<file path="config.mk">
export PLATFORM = sky130hd
export DESIGN_NAME = frac_baud_gen
export DESIGN_NICKNAME = d
export VERILOG_FILES = /design/src/rtl/fbg_pkg.sv /design/src/rtl/fbg_pattern.sv /design/src/rtl/fbg_counter.sv /design/src/rtl/fbg_slot.sv /design/src/rtl/frac_baud_gen.sv
export SDC_FILE = /design/constraint.sdc
export NUM_CORES = 1
export LEC_CHECK = 0
export ABC_AREA = 1
export BUFFER_PORTS_ARGS = -buffer_cell sky130_fd_sc_hd__buf_4
export CORE_MARGIN = 2
export CORE_UTILIZATION = 55
export DETAILED_ROUTE_END_ITERATION = 10
export GPL_TIMING_DRIVEN = 1
export PLACE_DENSITY_LB_ADDON = 0.1
export SLEW_MARGIN = 20
export SYNTH_ARGS = -nofsm -noshare
export SYNTH_HDL_FRONTEND = slang
export SYNTH_HIERARCHICAL = 1
export SYNTH_SLANG_ARGS = --single-unit
</file>
<file path="constraint.sdc">
create_clock -name clk -period 3.94 [get_ports clk]
set_input_delay 0.197 -clock clk [delete_from_list [all_inputs] [get_ports clk]]
set_output_delay 0.197 -clock clk [all_outputs]
set_load 0.02 [all_outputs]
</file>
<file path="src/rtl/fbg_pkg.sv">
package fbg_pkg;
  localparam int S1_W = 4;
  localparam int S2_W = 3;

  typedef struct packed {
    logic [S1_W-1:0] stage1;
    logic [S2_W-1:0] stage2;
    logic            os_en;
  } mod_ctrl_t;

  // Even spreading: slot pos is lengthened when the running quotient steps.
  function automatic logic spread_hit(input int val, input int pos, input int slots);
    return (((pos + 1) * val) / slots) != ((pos * val) / slots);
  endfunction
endpackage

</file>
<file path="src/rtl/fbg_pattern.sv">
module fbg_pattern #(
  parameter int VW = 3
) (
  input  logic [VW-1:0] val,
  input  logic [VW-1:0] pos,
  output logic          hit
);
  localparam int SLOTS = 1 << VW;

  logic [SLOTS-1:0] rows [SLOTS];

  generate
    for (genvar v = 0; v < SLOTS; v++) begin : g_row
      for (genvar p = 0; p < SLOTS; p++) begin : g_col
        assign rows[v][p] = fbg_pkg::spread_hit(v, p, SLOTS);
      end
    end
  endgenerate

  assign hit = rows[val][pos];
endmodule

</file>
<file path="src/rtl/fbg_counter.sv">
module fbg_counter #(
  parameter int CW = 18
) (
  input  logic          clk,
  input  logic          rst_n,
  input  logic          run,
  input  logic [CW-1:0] len,
  output logic          term
);
  logic [CW-1:0] cnt;

  assign term = run && (cnt == len - 1'b1);

  always_ff @(posedge clk or negedge rst_n) begin
    if (!rst_n)            cnt <= '0;
    else if (!run || term) cnt <= '0;
    else                   cnt <= cnt + 1'b1;
  end
endmodule

</file>
<file path="src/rtl/fbg_slot.sv">
module fbg_slot #(
  parameter int W = 3
) (
  input  logic         clk,
  input  logic         rst_n,
  input  logic         run,
  input  logic         adv,
  output logic [W-1:0] pos
);
  always_ff @(posedge clk or negedge rst_n) begin
    if (!rst_n)    pos <= '0;
    else if (!run) pos <= '0;
    else if (adv)  pos <= pos + 1'b1;
  end
endmodule

</file>
<file path="src/rtl/frac_baud_gen.sv">
module frac_baud_gen #(
  parameter int PRESCALE_W = 16
) (
  input  logic                  clk,
  input  logic                  rst_n,
  input  logic                  en,
  input  logic [PRESCALE_W-1:0] prescale,
  input  logic [7:0]            mod_ctrl,
  output logic                  bit_tick,
  output logic                  sample_tick
);
  import fbg_pkg::*;

  localparam int CW = PRESCALE_W + 2;

  mod_ctrl_t             ctl;
  logic [PRESCALE_W-1:0] presc_eff;
  logic [S1_W-1:0]       tick_pos;
  logic [S2_W-1:0]       bit_pos;
  logic                  tick_last;
  logic                  stage1_hit;
  logic                  stage2_hit;
  logic [1:0]            extra;
  logic [CW-1:0]         period_len;
  logic                  term;
  logic                  tick_adv;
  logic                  bit_adv;

  assign ctl       = mod_ctrl_t'(mod_ctrl);
  assign presc_eff = (prescale == '0) ? PRESCALE_W'(1) : prescale;
  assign tick_last = &tick_pos;

  fbg_pattern #(.VW(S1_W)) u_stage1 (
    .val(ctl.stage1), .pos(tick_pos), .hit(stage1_hit)
  );

  fbg_pattern #(.VW(S2_W)) u_stage2 (
    .val(ctl.stage2), .pos(bit_pos), .hit(stage2_hit)
  );

  always_comb begin
    if (ctl.os_en) extra = {1'b0, stage1_hit} + {1'b0, tick_last & stage2_hit};
    else           extra = {1'b0, stage2_hit};
  end

  assign period_len = CW'(presc_eff) + CW'(extra);

  fbg_counter #(.CW(CW)) u_cnt (
    .clk(clk), .rst_n(rst_n), .run(en), .len(period_len), .term(term)
  );

  assign tick_adv = term & ctl.os_en;
  assign bit_adv  = ctl.os_en ? (term & tick_last) : term;

  fbg_slot #(.W(S1_W)) u_tick_slot (
    .clk(clk), .rst_n(rst_n), .run(en), .adv(tick_adv), .pos(tick_pos)
  );

  fbg_slot #(.W(S2_W)) u_bit_slot (
    .clk(clk), .rst_n(rst_n), .run(en), .adv(bit_adv), .pos(bit_pos)
  );

  always_ff @(posedge clk or negedge rst_n) begin
    if (!rst_n) begin
      bit_tick    <= 1'b0;
      sample_tick <= 1'b0;
    end else begin
      bit_tick    <= en & bit_adv;
      sample_tick <= en & tick_adv;
    end
  end
endmodule

</file>
* Word level (Yosys, flattened, before mapping)
Memories as Yosys holds them, arrays and structs flattened.
Cells that the tools add are included.
** Cells by class
- $lt $le $gt $ge :: 4
- Shift operators :: 0
- $add $sub $neg :: 6
- Bitwise gates (word level) :: 7
- Multipliers :: 0
- Divide/modulo/power cells :: 0
- Multiplexer cells :: 16
- Reduce and logical (&&, ||, !) cells :: 5
- Equality and inequality tests :: 3
** Operators with widths (count)
- 16-bit two-way mux :: 3
- 18-bit by 1-bit adder with 18-bit output, second input constant :: 1
- 18-bit equality test :: 1
- 18-bit two-way mux :: 1
- 17-bit by 1-bit subtractor with 18-bit output, second input constant :: 1
- 16-bit by 2-bit adder with 17-bit output :: 1
- 16-bit zero test :: 1
- 8-bit two-way mux :: 2
- 4-bit two-way mux :: 2
- 3-bit two-way mux :: 2
- 1-bit bitwise AND :: 5
- 5-bit greater-or-equal comparator, second input constant :: 1
- 4-bit by 5-bit less-than comparator with 1-bit output, second input constant :: 1
- 4-bit NOT with 5-bit output :: 1
- 4-bit by 1-bit adder with 4-bit output, second input constant :: 1
- 1-bit binary-select mux with 4-bit select :: 1
- 4-bit greater-or-equal comparator, second input constant :: 1
- 3-bit by 4-bit less-than comparator with 1-bit output, second input constant :: 1
- 2-bit by 1-bit != test with 1-bit output, second input constant :: 2
- 3-bit NOT with 4-bit output :: 1
- 4-bit AND reduction :: 1
- 3-bit by 1-bit adder with 3-bit output, second input constant :: 1
- 1-bit binary-select mux with 3-bit select :: 1
- 1-bit two-way mux :: 3
- 5 further kinds :: 5
** Storage, ports and cells
- Register bits :: 27
- Bits in latches :: 0
- Bits of input ports :: 27
- Memories kept :: 2
- Output and inout port bits :: 2
- ROM bits :: 320
- Memory bits (writable) :: 0
** Memories
- (no name shown) :: depth 16, width 16, read ports 1, clocked after Yosys merged registers in 0, wr ports 0, line fbg_pattern.sv:20 : assign hit = rows[val][pos];
- (no name shown) :: depth 8, width 8, read ports 1, clocked after Yosys merged registers in 0, wr ports 0, line fbg_pattern.sv:20

* Logic depth before layout (Yosys ltp)
- Depth in word-level cells :: 17
- Depth in mapped cells :: 41
- Depth with buffers taken out :: 41

* Modules after synthesis
The synthesis kept the hierarchy.
** By module, submodules not included
- fbg_counter :: cells an instance 267, instances 1, seq. area each 450.4 µm², area an instance 1704.1 µm²
- frac_baud_gen :: cells an instance 117, instances 1, seq. area each 50.0 µm², area an instance 650.6 µm²
- fbg_pattern (u_stage1) :: cells an instance 82, instances 1, seq. area each 0.0 µm², area an instance 464.2 µm²
- fbg_slot (u_tick_slot) :: cells an instance 23, instances 1, seq. area each 100.1 µm², area an instance 202.7 µm²
- fbg_slot (u_bit_slot) :: cells an instance 16, instances 1, seq. area each 75.1 µm², area an instance 138.9 µm²
- fbg_pattern (u_stage2) :: cells an instance 23, instances 1, seq. area each 0.0 µm², area an instance 93.8 µm²

* Worst setup path before layout
Ideal clock, no wire load.
- Path type :: register -> register
- From :: register u_tick_slot.pos[0]
- To :: register u_bit_slot.pos[1]
- Period minus slack after synthesis :: 4340 ps
- Path buffers :: 1
- Path slack :: -400 ps
- Arrival time :: 4222 ps
- Setup time :: 118 ps
- Stages on the path, launching flop included :: 34
- Path through :: dfrtp_1 -> buf_6 -> inv_2 -> a21oi_1 -> a21oi_1 -> nand2_1 -> nand2_1 -> nand2_1 -> nand2_1 -> nand2_1 -> ha_1 -> nand2_1 -> o21ai_0 -> ha_1 -> inv_1 -> fa_1 -> nor2_4 -> nand2_1 -> xor2_1 -> nor2_2 -> and2_1 -> nand2_1 -> nand2_1 -> nand2_1 -> nand2_1 -> nor2_1 -> nand2_1 -> nor2_2 -> nand2_2 -> nor2_1 -> a21boi_0 -> inv_1 -> nor2_1 -> nor2_1
** Between the ends
- Cells in the longest elaborated chain, start to end :: 11
- Elaborated cells on any way between the ends :: 13
- Those cells by class :: 3 x add/sub; 2 x eq/ne; 4 x mux; 2 x bitwise; 2 x reduce/logical
** RTL lines
- from (decl) :: line fbg_slot.sv:8 : output logic [W-1:0] pos
- from (signal assigned) :: line fbg_slot.sv:13 : else if (adv) pos <= pos + 1'b1;
- 1-bit binary-select mux with 4-bit select * :: line fbg_pattern.sv:20
- 1-bit two-way mux (not written as such) * :: line fbg_pattern.sv:20
- net stage1_hit :: line frac_baud_gen.sv:21 : logic stage1_hit;
- 1-bit by 1-bit adder with 2-bit output * :: line frac_baud_gen.sv:42 : if (ctl.os_en) extra = {1'b0, stage1_hit} + {1'b0, tick_last & stage2_hit};
- 2-bit two-way mux * :: line frac_baud_gen.sv:42
- 16-bit by 2-bit adder with 17-bit output * :: line frac_baud_gen.sv:46 : assign period_len = CW'(presc_eff) + CW'(extra);
- net period_len[8] :: line frac_baud_gen.sv:24 : logic [CW-1:0] period_len;
- 17-bit by 1-bit subtractor with 18-bit output * :: line fbg_counter.sv:12 : assign term = run && (cnt == len - 1'b1);
- 18-bit equality test * :: line fbg_counter.sv:12
- 1-bit logical AND * :: line fbg_counter.sv:12
- net term :: line frac_baud_gen.sv:25 : logic term;
- 1-bit bitwise AND :: line frac_baud_gen.sv:53 : assign bit_adv = ctl.os_en ? (term & tick_last) : term;
- 1-bit two-way mux * :: line frac_baud_gen.sv:53
- net bit_adv :: line frac_baud_gen.sv:27 : logic bit_adv;
- 2-bit by 1-bit != test with 1-bit output (no line) *
- to (signal assigned) :: line fbg_slot.sv:13
- to (decl) :: line fbg_slot.sv:8
Mark *: on every way through the listed nets, which the timed path passes. The rest lies on a longest branch. The select of a mux whose other input is x is not followed.
A chain may end at the register's enable or synchronous reset.

* Worst setup path after layout
Same ends and word-level chain as after synthesis.

==> qor.csv <==
metric;value;unit
status;finished, violations left;
nNetsFinal;648;
synth.distinct_cells;37;
cts_tree;done;
min_period;4.22;ns
place.port_buffers;28;
fin_area;0.00419;sq mm
clk_pin_slew_worst_paths;0.09;ns
end_kind;flop;
ys_ff_latch;27;
fin_crit_sh;107;%
reg2reg_slack;-0.28;ns
syn_avg_cell_area;6.16;sq um
die_h;80.9;um
slew_viol_final;0;
cts-root-buf;clkbuf_8;
cts_buffer_depth;2;
critPathLaunchType;flop;
vias_per_cell;5.10;
drc;0;
clk-insertion-delay-late;0.27;ns
syn-num-nets;569;
routed_wl;8300;um
synth_top_family_by_area;simple AND/OR/NAND/NOR gates;
io_pins;29;
cts-buffers-inserted;3;
setup_viol;27;
grt_max_degree;28;
postRouteAntennaNets;0;
dp_cells;665;
max_stage_delay;0.44;ns
dpl.hpwl;6140;um
arrival;4.40;ns
core_area;0.00582;sq mm
maxCapViolations;0;
drt_iter0_drc;179;
r2r_cells;34;
grt.met2_usage;42.8;%
busiest_layer;met2;
postPlaceCellArea;0.00385;sq mm
timing.hold.ws;0.270;ns
wire_per_inst;12.2;um
yosysMostFrequentCell;nand2_1;
synth_common_cells;160 x nand2_1, 76 x inv_1, 70 x nor2_1;
critPathKind;flop to flop;
synth_compound_area_share;6.27;%
grt.met1_usage;34.1;%
seq_area_frac_synth;20.8;%
num_antenna_cells;0;
total_power;636;uW
cp.required;4.11;ns
post-route-util;72.1;%
start_util;56.0;%
rsz0062_at_grt;true;
hold_start;en;
synth-simple-area-share;47.1;%
synth_edf_count;0;
p_per_area;152;mW/mm^2
first_pass_iters;5;
violations;setup timing;
r2r-end;u_bit_slot/pos[1]$_DFFE_PN0P_;
crit_fanout;6;
syn_to_final_growth;28.8;%
finClkSkew;0.00367;ns
synthTopCellsByArea;dfrtp_1 21%, nand2_1 18%, inv_1 8.8%;
grt_pass1_wl;13100;um
fmax;0.237;GHz
hold_path_end;u_bit_slot/pos[2]$_DFFE_PN0P_;
async_reset_ff_share;100;%
yosys.area_share.adder;5.61;%
muxShareOfSynthArea;0;%
numClockSinks;27;
postSynth.topFlopCell;dfrtp_1;
synth_top_area_share;20.8;%
ir_drop;180;uV
crit_top_cell;nand2_1;
met3_usage;1.44;%
synth_xor_area_share;8.88;%
vias;3474;
grt.overflow.total;0;
critical_path.slowest_cell;fa_2;
num_rows;28;
hold_class;primary input to flop;
synth_area_leader_cell;dfrtp_1;
yosysWarnings;6;
fin_ws;-0.284;ns
antenna_found_initial;0;
p_leak;2.14;nW
htreeDepth;1;
first_global_vias;3051;
layout-drive-gt1-share;28.1;%
dieArea;0.00655;sq mm
gp_congestion;0.852;
die_w;80.9;um
groute.usage.overall;24.9;%
regToRegStartpoint;u_tick_slot/pos[0]$_DFFE_PN0P_;
holdPathStages;3;
hold_viol;0;
synth.cell_area;0.00325;sq mm
n_fill_cell;494;
syn_inst;528;
fin_cells;681;
-- cell usage in the layout, fill, tap and decap left out, drive strengths merged, types with 2 or more instances in the layout --
cell type and count:
a21oi 16, and2 3, buf 76, clkbuf 4, dfrtp 27, ha 13, inv 79, nand2 178
nand3 41, nand3b 2, nand4 12, nor2 92, nor3 4, o21ai 14, o21bai 2, xnor2 8
xor2 25
-- kinds of logic (layout without fill, tap and decap cells) --
kind of cell    count (synthesis)  in the layout
flops                          27             27
other cells                     1              1
fa+ha+maj                      14             14
compound gates                 36             36
buf+inv                        85            161
simple gates                  332            334
xor+xnor                       33             33
-- power by group --
group	leakage [nW]	switching [mW]	total [mW]	internal [mW]
clock	0.0228	0.0829	0.155	0.0725
sequential	0.373	0.00408	0.283	0.279
combinational	1.74	0.117	0.198	0.0801
-- layout make-up --
class / count / area (sq um) / share of cell area [%]
Clock buffer: 4 / 45.0 / 1.07
Tap cell: 75 / 93.8 / 2.24
Multi-Input combinational cell: 418 / 2430 / 58.0
Timing Repair Buffer: 77 / 621 / 14.8
Sequential cell: 27 / 677 / 16.1
Inverter: 80 / 323 / 7.70
-- routing by layer --
metal | wire (um) | up-vias
met3 | 338 | 14
met2 | 4030 | 77
met5 | 0 | -
li1 | - | 1793
met4 | 118 | 0
met1 | 3810 | 1590
-- state kept, by name, indices dropped and copies added (netlist names) --
name and count:
u_tick_slot/pos 4, sample_tick 1, u_bit_slot/pos 3, u_cnt/cnt 18, bit_tick 1
-- how the worst max path moves through the flow --
stage / startpoint / end / slack, ns / depth (start not counted)
2_1_floorplan: u_tick_slot/pos[0]$_DFFE_PN0P_ / u_tick_slot/pos[3]$_DFFE_PN0P_ / 0.02 / 35
3_3_place_gp: mod_ctrl[4] / u_bit_slot/pos[1]$_DFFE_PN0P_ / -0.43 / 35
3_5_place_dp: mod_ctrl[4] / u_tick_slot/pos[3]$_DFFE_PN0P_ / -0.57 / 38
4_1_cts: u_tick_slot/pos[0]$_DFFE_PN0P_ / u_bit_slot/pos[2]$_DFFE_PN0P_ / -0.29 / 32
5_1_grt: u_tick_slot/pos[0]$_DFFE_PN0P_ / u_bit_slot/pos[1]$_DFFE_PN0P_ / -0.65 / 33
6_report: u_tick_slot/pos[0]$_DFFE_PN0P_ / u_bit_slot/pos[1]$_DFFE_PN0P_ / -0.28 / 34
-- stage by stage --
stage / setup WS [ns] / TNS, ns
2_1_floorplan: 0.0166 / 0
3_3_place_gp: -0.427 / -5.67
3_5_place_dp: -0.571 / -8.48
4_1_cts: -0.285 / -4.09
5_1_grt: -0.651 / -11.28
6_report: -0.284 / -2.93
-- critical path, delay by kind of cell (launching register included) --
kind | cells | cell delay (ns)
DFF | 1 | 0.43
buffers and inverters | 7 | 0.57
and+or+nand+nor | 19 | 1.39
adders and majority gates | 4 | 1.16
AOI/OAI and AO/OA | 4 | 0.55
-- what timing repair did --
item                                    in CTS  in global routing
cloned                                       0                  2
hold buffers                                 1                  0
pin swaps                                   25                 32
endpoints found under the hold margin       27                  0
endpoints found under the setup margin      27                 27
setup buffers                                9                  2
gates resized for setup                     19                 35
No activity file was read; power rests on OpenSTA's default activity.
